[config.mk]
export PLATFORM = sky130hd
export DESIGN_NAME = dcofs_sar_cal
export DESIGN_NICKNAME = d
export VERILOG_FILES = /design/src/rtl/dcofs_pkg.sv /design/src/rtl/dcofs_tick_gen.sv /design/src/rtl/dcofs_sar_chan.sv /design/src/rtl/dcofs_sar_cal.sv
export SDC_FILE = /design/constraint.sdc
export NUM_CORES = 1
export LEC_CHECK = 0
export ABC_AREA = 1
export BUFFER_PORTS_ARGS = -buffer_cell sky130_fd_sc_hd__buf_2
export CAP_MARGIN = 20
export CORE_MARGIN = 4
export CORE_UTILIZATION = 54
export DETAILED_ROUTE_END_ITERATION = 10
export PLACE_DENSITY = 0.84
export SKIP_CTS_REPAIR_TIMING = 1
export SKIP_LAST_GASP = 1
export SLEW_MARGIN = 15
export SYNTH_ARGS = -nofsm -noshare
export SYNTH_HDL_FRONTEND = slang
export SYNTH_HIERARCHICAL = 1
export SYNTH_SLANG_ARGS = --single-unit
[constraint.sdc]
create_clock -name clk -period 2.95 [get_ports clk]
set_input_delay 0.4425 -clock clk [delete_from_list [all_inputs] [get_ports clk]]
set_output_delay 0.4425 -clock clk [all_outputs]
set_load 0.02 [all_outputs]
[src/rtl/dcofs_pkg.sv]
package dcofs_pkg;
  localparam int unsigned DIV_SEL_W = 3;
  localparam int unsigned MAX_RATIO = 16384;
  localparam int unsigned CNT_W     = $clog2(MAX_RATIO);

  typedef enum logic [0:0] {SRC_SERIAL = 1'b0, SRC_OSC = 1'b1} src_sel_e;

  function automatic int unsigned div_ratio(input logic [DIV_SEL_W-1:0] sel);
    case (sel)
      3'd0: div_ratio = 1;
      3'd1: div_ratio = 8;
      3'd2: div_ratio = 16;
      3'd3: div_ratio = 128;
      3'd4: div_ratio = 256;
      3'd5: div_ratio = 1024;
      3'd6: div_ratio = 2048;
      default: div_ratio = MAX_RATIO;
    endcase
  endfunction
endpackage

[src/rtl/dcofs_tick_gen.sv]
module dcofs_tick_gen
  import dcofs_pkg::*;
(
  input  logic                 clk,
  input  logic                 rst_n,
  input  logic                 restart,
  input  logic                 osc_tick,
  input  logic                 sclk_tick,
  input  logic                 src_sel,
  input  logic [DIV_SEL_W-1:0] div_sel,
  output logic                 cal_en
);
  logic [CNT_W-1:0] cnt_q;
  logic [CNT_W-1:0] lim;
  logic             src_tick;

  assign src_tick = (src_sel == SRC_OSC) ? osc_tick : sclk_tick;
  assign lim      = CNT_W'(div_ratio(div_sel) - 1);
  assign cal_en   = src_tick && (cnt_q >= lim);

  always_ff @(posedge clk or negedge rst_n) begin
    if (!rst_n)        cnt_q <= '0;
    else if (restart)  cnt_q <= '0;
    else if (src_tick) cnt_q <= (cnt_q >= lim) ? '0 : cnt_q + 1'b1;
  end

  AST_CNT_IDLE_HOLD: assert property (@(posedge clk) disable iff (!rst_n)
    (!src_tick && !restart) |=> $stable(cnt_q));
  AST_SRC_GATED: assert property (@(posedge clk) disable iff (!rst_n)
    ((src_sel && !osc_tick) || (!src_sel && !sclk_tick)) |-> !cal_en);
endmodule

[src/rtl/dcofs_sar_chan.sv]
module dcofs_sar_chan #(
  parameter int CODE_W = 8,
  localparam int IDX_W = $clog2(CODE_W)
) (
  input  logic              clk,
  input  logic              rst_n,
  input  logic              clr,
  input  logic              init,
  input  logic              step_en,
  input  logic [IDX_W-1:0]  bit_idx,
  input  logic              sign,
  input  logic              man_load,
  input  logic [CODE_W-1:0] man_code,
  output logic [CODE_W-1:0] code
);
  localparam logic [CODE_W-1:0] MID = CODE_W'(1) << (CODE_W - 1);

  logic [CODE_W-1:0] code_q, stepped;

  always_comb begin
    stepped = code_q;
    stepped[bit_idx] = sign;
    if (bit_idx != '0) stepped[bit_idx - 1'b1] = 1'b1;
  end

  always_ff @(posedge clk or negedge rst_n) begin
    if (!rst_n)        code_q <= MID;
    else if (clr)      code_q <= MID;
    else if (init)     code_q <= MID;
    else if (step_en)  code_q <= stepped;
    else if (man_load) code_q <= man_code;
  end

  assign code = code_q;

  AST_CLR_MID: assert property (@(posedge clk) disable iff (!rst_n)
    clr |=> (code_q == MID));
  AST_STEP_BIT: assert property (@(posedge clk) disable iff (!rst_n)
    (step_en && !clr && !init) |=> (code_q[$past(bit_idx)] == $past(sign)));
endmodule

[src/rtl/dcofs_sar_cal.sv]
module dcofs_sar_cal
  import dcofs_pkg::*;
#(
  parameter int CODE_W = 8
) (
  input  logic              clk,
  input  logic              rst_n,
  input  logic              osc_tick,
  input  logic              sclk_tick,
  input  logic              clk_src_sel,
  input  logic [2:0]        div_sel,
  input  logic              auto_mode,
  input  logic              bsearch_en,
  input  logic              start,
  input  logic              cal_rst,
  input  logic [CODE_W-1:0] man_code_i,
  input  logic [CODE_W-1:0] man_code_q,
  input  logic              sign_i,
  input  logic              sign_q,
  output logic [CODE_W-1:0] code_i,
  output logic [CODE_W-1:0] code_q,
  output logic              busy,
  output logic              done
);
  localparam int IDX_W  = $clog2(CODE_W);
  localparam int STEP_W = $clog2(CODE_W + 2);
  localparam int NCH    = 2;

  logic              busy_q, done_q, cal_en, start_ok, final_step, man_load, step_en;
  logic [STEP_W-1:0] step_q;
  logic [IDX_W-1:0]  bit_idx;
  logic [NCH-1:0]    signs;
  logic [CODE_W-1:0] man_codes [NCH];
  logic [CODE_W-1:0] codes     [NCH];

  assign start_ok   = start && auto_mode && bsearch_en && !busy_q && !cal_rst;
  assign final_step = (step_q == STEP_W'(CODE_W));
  assign step_en    = busy_q && cal_en && !final_step && !cal_rst;
  assign bit_idx    = IDX_W'(CODE_W - 1) - IDX_W'(step_q);
  assign man_load   = !auto_mode && !bsearch_en && !busy_q;
  assign signs      = {sign_q, sign_i};
  assign man_codes[0] = man_code_i;
  assign man_codes[1] = man_code_q;

  dcofs_tick_gen u_tick (
    .clk(clk), .rst_n(rst_n), .restart(start_ok),
    .osc_tick(osc_tick), .sclk_tick(sclk_tick),
    .src_sel(clk_src_sel), .div_sel(div_sel), .cal_en(cal_en)
  );

  always_ff @(posedge clk or negedge rst_n) begin
    if (!rst_n) begin
      busy_q <= 1'b0; done_q <= 1'b0; step_q <= '0;
    end else if (cal_rst) begin
      busy_q <= 1'b0; done_q <= 1'b0; step_q <= '0;
    end else if (start_ok) begin
      busy_q <= 1'b1; done_q <= 1'b0; step_q <= '0;
    end else if (busy_q && cal_en) begin
      if (final_step) begin
        busy_q <= 1'b0; done_q <= 1'b1; step_q <= '0;
      end else begin
        step_q <= step_q + 1'b1;
      end
    end
  end

  for (genvar ch = 0; ch < NCH; ch++) begin : g_chan
    dcofs_sar_chan #(.CODE_W(CODE_W)) u_chan (
      .clk(clk), .rst_n(rst_n), .clr(cal_rst), .init(start_ok),
      .step_en(step_en), .bit_idx(bit_idx), .sign(signs[ch]),
      .man_load(man_load), .man_code(man_codes[ch]), .code(codes[ch])
    );
  end

  assign code_i = codes[0];
  assign code_q = codes[1];
  assign busy   = busy_q;
  assign done   = done_q;

  AST_BUSY_DONE_EXCL: assert property (@(posedge clk) disable iff (!rst_n)
    !(busy_q && done_q));
  AST_CALRST_IDLE: assert property (@(posedge clk) disable iff (!rst_n)
    cal_rst |=> (!busy_q && !done_q));
  AST_MODE_GATE: assert property (@(posedge clk) disable iff (!rst_n)
    (!busy_q && !(auto_mode && bsearch_en)) |=> !busy_q);
  AST_DONE_AFTER_BUSY: assert property (@(posedge clk) disable iff (!rst_n)
    $rose(done_q) |-> $past(busy_q));
  AST_HOLD_IDLE: assert property (@(posedge clk) disable iff (!rst_n)
    (!busy_q && !start_ok && !cal_rst && !man_load) |=> ($stable(code_i) && $stable(code_q)));
  AST_MANUAL_LOAD: assert property (@(posedge clk) disable iff (!rst_n)
    (man_load && !cal_rst) |=> (code_i == $past(man_code_i) && code_q == $past(man_code_q)));
  AST_STEP_BOUND: assert property (@(posedge clk) disable iff (!rst_n)
    step_q <= STEP_W'(CODE_W));
endmodule

### Word-level counts from Yosys, hierarchy flattened

Index checks and enable logic that the tools add are counted.

* add/subtract/negate cells: 5
* multipliers: 0
* div/mod/pow operators: 0
* $lt $le $gt $ge: 5
* equality and inequality tests: 7
* shifts and indexed selects: 0
* multiplexer cells: 33
* bitwise operators: 2
* reduce and logical (&&, ||, !) cells: 24

Operators by type and width (count)
* $pmux W12 S7: 1
* $mux W8: 10
* $mux W14: 3
* $bwmux W8: 2
* $mux W4: 4
* $or A8 B8 Y8: 2
* $add A14 B1 Y14 const B: 1
* $ge A14 B14 Y1: 1
* $sub A14 B1 Y14 const B: 1
* $logic_and A1 B1 Y1: 12
* $mux W1: 11
* $eq A3 B3 Y1 const B: 3
* $reduce_bool A3 Y1: 3
* $lt A3 B4 Y1 const B: 2
* $demux W1 S3: 2
* $eq A3 B2 Y1 const B: 2
* $ge A3 B1 Y1 const B: 2
* $logic_not A1 Y1: 5
* $add A4 B1 Y4 const B: 1
* $eq A4 B4 Y1 const B: 1
* $reduce_bool A4 Y1: 1
* $eq A3 B1 Y1 const B: 1
* $logic_not A3 Y1: 1
* $sub A3 B1 Y3 const B: 1
* 3 further kinds: 3

* register bits after elaboration: 36
* latch bits: 0
* bits in writable memories: 0
* bits in read-only memories: 0
* memories: 0

### Longest topological paths before layout

Gate-level depths: netlist of run 1.

* word-level depth: 11
* depth in mapped cells: 24
* gate-level depth less buffers: 23

### Modules after synthesis

Netlist of run 1, hierarchy kept.

By module, submodules not included
* dcofs_tick_gen: instances 1, cells each 181, area an instance 1315.0 µm², seq. area each 350.3 µm²
* dcofs_sar_chan at g_chan[0].u_chan: instances 1, cells each 119, area an instance 750.7 µm², seq. area each 201.4 µm²
* dcofs_sar_chan at g_chan[1].u_chan: instances 1, cells each 119, area an instance 747.0 µm², seq. area each 201.4 µm²
* dcofs_sar_cal: instances 1, cells each 45, area an instance 391.6 µm², seq. area each 150.1 µm²

### Least setup slack after synthesis of run 1

No wires, ideal clock.

* path kind: input to register
* start point: input port div_sel[2]
* end point: register g_chan[1].u_chan.code_q[3]
* arrival: 3.050 ns
* path slack: -0.220 ns
* cell stages on the path: 22
* path buffers: 2
* path through: clkbuf_1 nor2_1 inv_1 nor2_1 inv_1 ha_1 nand2_1 nor2_1 nand2_1 nand2_1 nand2_1 nand2_1 nor2_2 a21oi_1 nand2_2 clkinv_2 nand2_1 nor2_1 buf_2 nand3_1 o21ai_1 nand2_1

* longest elaborated chain between the ends: 11
* elaborated cells on any way between the ends: 18
* classes of those cells: add/sub (1); order compare (1); eq/ne (6); mux (4); reduce/logical (6)

RTL lines
* start: declaration: line dcofs_sar_cal.sv:11 `input logic [2:0] div_sel,`
* $eq A3 B3 Y1, or another cell as far along: line dcofs_pkg.sv:9 `case (sel)`
* $pmux W12 S7 (*): line dcofs_pkg.sv:9
* $sub A14 B1 Y14 (*): line dcofs_tick_gen.sv:18 `assign lim = CNT_W'(div_ratio(div_sel) - 1);`
* $ge A14 B14 Y1 (*): line dcofs_tick_gen.sv:19 `assign cal_en = src_tick && (cnt_q >= lim);`
* $logic_and A1 B1 Y1 (*): line dcofs_tick_gen.sv:19
* named net cal_en: line dcofs_sar_cal.sv:29 `logic busy_q, done_q, cal_en, start_ok, final_step, man_load, step_en;`
* $logic_and A1 B1 Y1 (*) (3 in series): line dcofs_sar_cal.sv:38 `assign step_en = busy_q && cal_en && !final_step && !cal_rst;`
* named net step_en: line dcofs_sar_cal.sv:29
* $mux W8: line dcofs_sar_chan.sv:30 `else if (step_en) code_q <= stepped;`
* $mux W8: line dcofs_sar_chan.sv:29 `else if (init) code_q <= MID;`
* $mux W8: line dcofs_sar_chan.sv:28 `else if (clr) code_q <= MID;`
* end signal: assignment: line dcofs_sar_chan.sv:30
* end signal: assignment: line dcofs_sar_chan.sv:31 `else if (man_load) code_q <= man_code;`
* end: declaration: line dcofs_sar_chan.sv:18 `logic [CODE_W-1:0] code_q, stepped;`

The timed path passes the listed nets; every way through them passes the cells marked *.
A chain may end at the register's enable or synchronous reset.

### Worst setup path in the final report of run 1

* start point: input port div_sel[2]
* end point: register g_chan[0].u_chan.code_q[7]

* longest elaborated chain between the ends: 11
* elaborated cells on any way between the ends: 18
* classes of those cells: add/sub (1); order compare (1); eq/ne (6); mux (4); reduce/logical (6)

RTL lines (line)
* $eq A3 B3 Y1, or another cell as far along: dcofs_pkg.sv:9
* $pmux W12 S7 (*): dcofs_pkg.sv:9
* $sub A14 B1 Y14 (*): dcofs_tick_gen.sv:18
* $ge A14 B14 Y1 (*): dcofs_tick_gen.sv:19
* $logic_and A1 B1 Y1 (*): dcofs_tick_gen.sv:19
* named net cal_en: dcofs_sar_cal.sv:29
* $logic_and A1 B1 Y1 (*) (3 in series): dcofs_sar_cal.sv:38
* named net step_en: dcofs_sar_cal.sv:29
* $mux W8: dcofs_sar_chan.sv:30
* $mux W8: dcofs_sar_chan.sv:29
* $mux W8: dcofs_sar_chan.sv:28
* end signal: assignment: dcofs_sar_chan.sv:30
* end signal: assignment: dcofs_sar_chan.sv:31
* end: declaration: dcofs_sar_chan.sv:18

Marked as above.

==> results of run 1 <==
==> sequential cells by signal (all words and copies together), names as in the netlist <==
register / count
step_q: 4
busy: 1
u_tick/cnt_q: 14
g_chan.u_chan/code: 16
done: 1
==> critical path: stages <==
cell and delay, ns:
buf_2 0.11, nor2_1 0.13, inv_1 0.05, nor2_1 0.17, inv_1 0.07, ha_1 0.27
nand2_1 0.05, nor2_1 0.08, nand2_1 0.06, nand2_1 0.06, nand2_1 0.07, nand2_1 0.09
nor2_2 0.06, a21oi_1 0.16, nand2_2 0.09, clkinv_2 0.06, nand2_1 0.12, nor2_4 0.25
o21ai_1 0.12, buf_4 0.19, a21oi_1 0.17, a21oi_2 0.07
==> per-layer routing <==
metal / share of wire [%] / wire length [um]
met5: 0 / 0
met4: 1.8 / 139
met1: 43 / 3310
met2: 49 / 3780
met3: 6.1 / 467
==> synth_stat cells, drive strengths merged <==
cell type	instances
nor2	81
clkinv	5
clkbuf	2
inv	41
ha	21
o21bai	3
and2	1
xnor2	1
nor3	6
a211oi	1
xor2	6
dfrtp	34
nand4	13
a21oi	30
o21ai	19
nand3	44
dfstp	2
buf	9
nand2	145
==> final cells by class <==
| cell class | instances | area [um2] | share of cell area, % |
|---|---|---|---|
| Multi-Input combinational cell | 371 | 2050 | 56.4 |
| Sequential cell | 36 | 903 | 24.9 |
| Timing Repair Buffer | 58 | 318 | 8.75 |
| Inverter | 46 | 186 | 5.13 |
| Tap cell | 72 | 90.1 | 2.48 |
| Clock buffer | 5 | 68.8 | 1.89 |
| Clock inverter | 3 | 18.8 | 0.517 |
==> logic make-up (layout without fill, tap and decap cells) <==
group           count (synthesis)  count (layout)  synth area share (%)
xor+xnor                        7               7                  1.91
buf+inv                        57             112                  8.12
simple gates                  290             290                  42.7
fa+ha+maj                      21              21                  8.20
flops                          36              36                  28.2
compound gates                 53              53                  10.9
==> worst paths after layout <==
check / startpoint / end / slack [ns] / cells after the start
worst max register to register: u_tick/cnt_q[4] / g_chan[0].u_chan/code[7] / 0.30 / 17
worst min register to register: g_chan[0].u_chan/code[0] / g_chan[0].u_chan/code[0] / 0.50 / 2
worst max-delay path: div_sel[2] / g_chan[0].u_chan/code[7] / 0.27 / 22
max in group asynchronous: rst_n / u_tick/cnt_q[0] / 2.18 / 1
min in group clk: cal_rst / busy / 0.43 / 2
worst min-delay path: rst_n / g_chan[0].u_chan/code[2] / 0.24 / 1
==> power groups by stage <==
stage	clock, uW	combinational [uW]	sequential [uW]
after floorplan	0	195	605
after global placement	0	285	607
after detailed placement	0	299	609
after CTS	373	299	601
after global routing	397	345	612
final	365	296	601
==> per-stage QoR <==
stage               utilization [%]  setup slack [ns]  total power, uW  cells  hold WS, ns
floorplan                         -            0.0157              800    464        0.147
global placement               62.9            0.0866              892    583        0.485
detailed placement             62.9           -0.0225              908    583        0.491
CTS                            64.4             0.293             1270    591        0.261
global route                   64.4            0.0237             1350    591        0.314
finish                         64.4             0.271             1260    591        0.237
==> metrics.txt, run 1 <==
Routed Antenna Nets 0; shortest period the worst path allows around 2.7 ns; CTS tree done; distinct cell type count after synthesis 37; Filler Cell Count between 500 and 600; Max H-tree Level 2; CP Max Fanout 10; Final Net Count roughly 570; commonest cells after routing, fill and taps aside nand2_1 (132), nor2_1 (64), buf_2 (47); CP endpoint kind flip-flop; die width 85.0 um; relative slew slack between 40 and 50%; GRT overflow 0; Max VDD drop 206 uV; number of diodes 0; post-synthesis sequential area ratio ~28%; Leak roughly 0.0019 uW; Combinational Power Share roughly a quarter; post-synthesis instance area between 3000 and 4000 um2; vias per cell between 5 and 6; final period utilization between 90% and 100%; Die H ~85 um; commonest non-fill, non-tap cell in the layout nand2_1; Hold Path Class input pin to asynchronous set/reset pin; # port buffers 47; switching pwr approximately 450 uW; most area-hungry cell type in the Yosys netlist dfrtp_1; Sw Ratio 35.5%; met2 Track Usage GR about two fifths; setup TNS 0 ns; crit path kind input pin to flip-flop; maximum clock rate 373 MHz; Yosys reg bits 36; Int Pwr slightly above 800 uW; Clk network pwr share between 20% and 30%; Synth top area share between 20% and 30%; GRT busiest layer met2; clock tree sinks 36; Fin. Hold Viols 0; starting density of the core between 50 and 60%; TritonCTS Buffers 5; PwrDens approximately 350 nW/um2; Remaining DRCs 0; RSZ-0062 raised after global routing false; Max-cap violations 0; Setup violations, final 0; Worst-path clk slew ~0.08 ns; worst path arrival time 2.91 ns; Syn-to-layout area delta 13.4%; Pre-antenna DRT Iters 5; DP Wirelength 5860 um; pin count of the biggest net entering global routing 37; Clock Skew around 0.012 ns; clk_lat worst skew 0.30 ns; first-pass GRT wire length 13,600 um; vias approximately 3,200; Core Region between 5000 and 6000 um2; Mapped Cells approximately 460; Cell Rows 27; Tightest Pin Transition around 0.84 ns; Avg Cell Area, Syn 6.91 um2; root buffer cell clkbuf_8; CP Launch Type input pin; GR Util met3 about 3.4%; Clock Path Buffers 2; Area contributors post-synth dfrtp_1 (27%), nand2_1 (15%), ha_1 (8.2%), nor2_1 (7.6%), nand3_1 (6.4%); All-Layer GR Usage 22.3%; 1st-iter DRT viols ~250; Routed WL 7700 um; data required time of the worst path 3.19 ns; post-route cell area about 3600 um2; GP Congestion between 0.9 and 1; # IOs 48; grt met1 use between 20% and 30%; share of cells above drive strength 1 about a quarter; status finished, final reports clean; Die ar. approximately 7200 um2; syn_nets between 500 and 600; vias in the first global route between 3,000 and 4,000; Seq pwr share 47.6%; Wirelength per Cell 13.0 um; initial antenna violation count 0; Final Max Slew Viols 0; Ys Warns 6; DP Area ~3500 um2
(Power assumes the default switching activity.)
==> inputs of run 2 (changes only) <==
Settings changed: ABC_AREA 1 to not set, PLACE_DENSITY 0.84 to 0.85.
==> run 2 against run 1 <==
Clock-buffer cell count rose by 3. Sequential power fell by 2%. First-iteration DRC count fell by 24%. Clock skew fell by 0.0023 ns. Critical endpoint is now g_chan[1].u_chan/code[4]. Non-clock buffer count did not move. Worst setup slack improved by 0.046 ns. Highest routed layer unchanged. Die area fell by 3.8%.
==> metrics.txt, run 2 <==
status finished, final reports clean (unchanged); clk_lat worst skew 0.29 ns (was 0.30 ns); vias 2,619 (was 3,200); setup TNS 0 ns (unchanged); Combinational Power Share 22.7% (was 23.5%); Tightest Pin Transition 0.797 ns (was 0.839 ns); # IOs 48 (unchanged); maximum clock rate 380 MHz (was 373 MHz); Final WS setup 0.317 ns (was 0.271 ns); die width 83.4 um (was 85.0 um); root buffer cell clkbuf_8 (unchanged); initial antenna violation count 0 (unchanged); DP Wirelength 5450 um (was 5860 um); Remaining DRCs 0 (unchanged); max incr delay on CP 0.41 ns (was 0.27 ns); Cell Rows 27 (unchanged); crit path kind input pin to flip-flop (unchanged); 1st-iter DRT viols 193 (was 253); Wirelength per Cell 15.9 um (was 13.0 um); Hold Path Class input pin to asynchronous set/reset pin (unchanged); Syn-to-layout area delta 13.5% (was 13.4%); EDFF count, synth 0 (unchanged); commonest non-fill, non-tap cell in the layout buf_2 (was nand2_1); Filler Cell Count 446 (was 520); worst path cell trace buf_2 > or3_1 > inv_1 > ha_1 > nand2b_1 > a21oi_2 > o311ai_4 > a21oi_4 > nand2_2 > nor3_4 > buf_12 > nor3_2 > a22o_1 (was buf_2 > nor2_1 > inv_1 > nor2_1 > inv_1 > ha_1 > nand2_1 > nor2_1 > nand2_1 > nand2_1 > nand2_1 > nand2_1 > nor2_2 > a21oi_1 > nand2_2 > clkinv_2 > nand2_1 > nor2_4 > o21ai_1 > buf_4 > a21oi_1 > a21oi_2); worst path buffer plus inverter count 3 (was 5); Fin. Hold Viols 0 (unchanged); Area contributors post-synth dfrtp_1 (28%), ha_1 (8.6%), mux2i_1 (5.9%), a21oi_1 (4.4%), nor3_2 (4.2%) (was dfrtp_1 (27%), nand2_1 (15%), ha_1 (8.2%), nor2_1 (7.6%), nand3_1 (6.4%)); vias in the first global route 2,577 (was 3,141); data required time of the worst path 3.18 ns (was 3.19 ns); Max-cap violations 0 (unchanged); final period utilization 89.3% (was 90.8%); GRT overflow 0 (unchanged); Final Net Count 423 (was 569); most common cell in the synthesized netlist dfrtp_1 (was nand2_1); Post-Layout Cell Count 445 (was 591); switching pwr 397 uW (was 449 uW); distinct cell type count after synthesis 56 (was 37); clock tree sinks 36 (unchanged); Largest delay share family, worst path simple AND/OR/NAND/NOR gates (unchanged); Max H-tree Level 2 (unchanged); Crit-path slowest cell nor3_2 (was ha_1); Final Max Slew Viols 0 (unchanged); Clock Path Buffers 2 (unchanged); All-Layer GR Usage 21.1% (was 22.3%); Seq pwr share 46.9% (was 47.6%); Synth top area share 27.7% (was 26.6%); Routed WL 7090 um (was 7700 um); post-synthesis sequential area ratio 29.4% (was 28.2%); Routed Antenna Nets 0 (unchanged); placed insts 437 (was 583); max FFs per register 16 (unchanged); WHS 0.233 ns (was 0.237 ns); Die ar. 6960 um2 (was 7230 um2); Pre-antenna DRT Iters 4 (was 5); relative slew slack 46.8% (was 44.1%); Clk network pwr share 30.5% (was 28.9%); Yosys reg bits 36 (unchanged); RSZ-0062 raised after global routing false (unchanged); Worst-path clk slew 0.07 ns (was 0.08 ns); GP Congestion 0.836 (was 0.901); shortest period the worst path allows 2.63 ns (was 2.68 ns); most area-hungry cell type in the Yosys netlist dfrtp_1 (unchanged); pin count of the biggest net entering global routing 37 (unchanged); # port buffers 47 (unchanged); total power 1260 uW (about the same); Int Pwr 865 uW (was 814 uW); vias per cell 5.89 (was 5.41); Sw Ratio 31.4% (was 35.5%); Mapped Cells 327 (was 464); Max VDD drop 250 uV (was 206 uV); Clock Skew 0.0101 ns (was 0.0123 ns); Setup violations, final 0 (unchanged); worst path arrival time 2.86 ns (was 2.91 ns); commonest cells after routing, fill and taps aside buf_2 (47), dfrtp_1 (34), a21oi_1 (27) (was nand2_1 (132), nor2_1 (64), buf_2 (47)); Core Region 5510 um2 (was 5640 um2); CTS tree done (unchanged); Die H 83.4 um (was 85.0 um); CP Launch Type input pin (unchanged); dpl ws 0.0491 ns (was -0.0225 ns); post-synthesis instance area 3070 um2 (was 3200 um2); starting density of the core 55.8% (was 56.8%); CP endpoint kind flip-flop (unchanged); TritonCTS Buffers 5 (unchanged); most frequently used flop master after synthesis dfrtp_1 (unchanged); CP Max Fanout 34 (was 10); PwrDens 362 nW/um2 (was 347 nW/um2); Leak 0.00170 uW (was 0.00188 uW); Ys Warns 6 (unchanged); share of cells above drive strength 1 28.7% (was 24.1%); syn_nets 378 (was 515); Avg Cell Area, Syn 9.39 um2 (was 6.91 um2); first-pass GRT wire length 12,300 um (was 13,600 um); synth cell count leaders dfrtp_1 (34), a21oi_1 (27), ha_1 (21), nand2_1 (20), mux2i_1 (18) (was nand2_1 (132), nor2_1 (65), nand3_1 (41), dfrtp_1 (34), inv_1 (34)); ys async rst share 100% (unchanged); number of diodes 0 (unchanged)
## run 2: changes by cell type after synthesis, moves of 8 or more
cell and delta:
nand2_1 -112, nor2_1 -49, nand3_1 -33, inv_1 -21
mux2i_1 +18, a21o_1 +15, a311oi_1 +13, nor3_2 +13
nor2_2 -9, nor3b_2 +8
## run 2: final timing paths
check	start	endpoint	slack, ns	cells past startpoint
setup reg to reg	u_tick/cnt_q[5]	g_chan[0].u_chan/code[3]	0.40	11
setup / recovery	div_sel[2]	g_chan[1].u_chan/code[4]	0.32	13
hold / removal	rst_n	u_tick/cnt_q[9]	0.23	1
min in group clk	cal_rst	busy	0.43	2
hold reg to reg	g_chan[0].u_chan/code[6]	g_chan[0].u_chan/code[6]	0.50	1
max in group asynchronous	rst_n	step_q[2]	2.22	1
## run 2: final cells by class
cell class                 instances  area, um2  area share, %
tap                               72       90.1           2.58
timing repair buffer              58        330           9.47
clock buffer                       8        100           2.87
sequential                        36        903           25.9
multi-input combinational        257       2010           57.7
inverter                          14       52.6           1.51
## run 2: layer usage
layer | GRT usage [%] | vias to the layer above | share of wire [%]
met5 | 0 | - | 0
met4 | 5.12 | 0 | 1.1
met3 | 4.27 | 11 | 4.4
met2 | 35.2 | 60 | 49
met1 | 28.2 | 1250 | 45
li1 | - | 1298 | -
## run 2: cell families after synthesis
family	count (synthesis)	synth area share, %
and+or+nand+nor	117	26.2
AOI/OAI and AO/OA	90	20.7
DFF	36	29.4
buffers and inverters	34	5.74
adders and majority gates	21	8.55
muxes	19	6.60
xor gates and xnor gates	10	2.85
## run 2: power groups by stage
stage,combinational [uW],sequential (uW),clock [uW]
global placement,273,595,0
floorplan,182,599,0
detailed placement,284,598,0
CTS,286,589,395
finish,286,591,384
global route,321,599,423
## run 2: metrics by stage
step                      area (um2)  util, %
after floorplan                 3090        -
after global placement          3390     61.5
after detailed placement        3390     61.5
after CTS                       3490     63.3
after global routing            3490     63.3
final                           3490     63.3
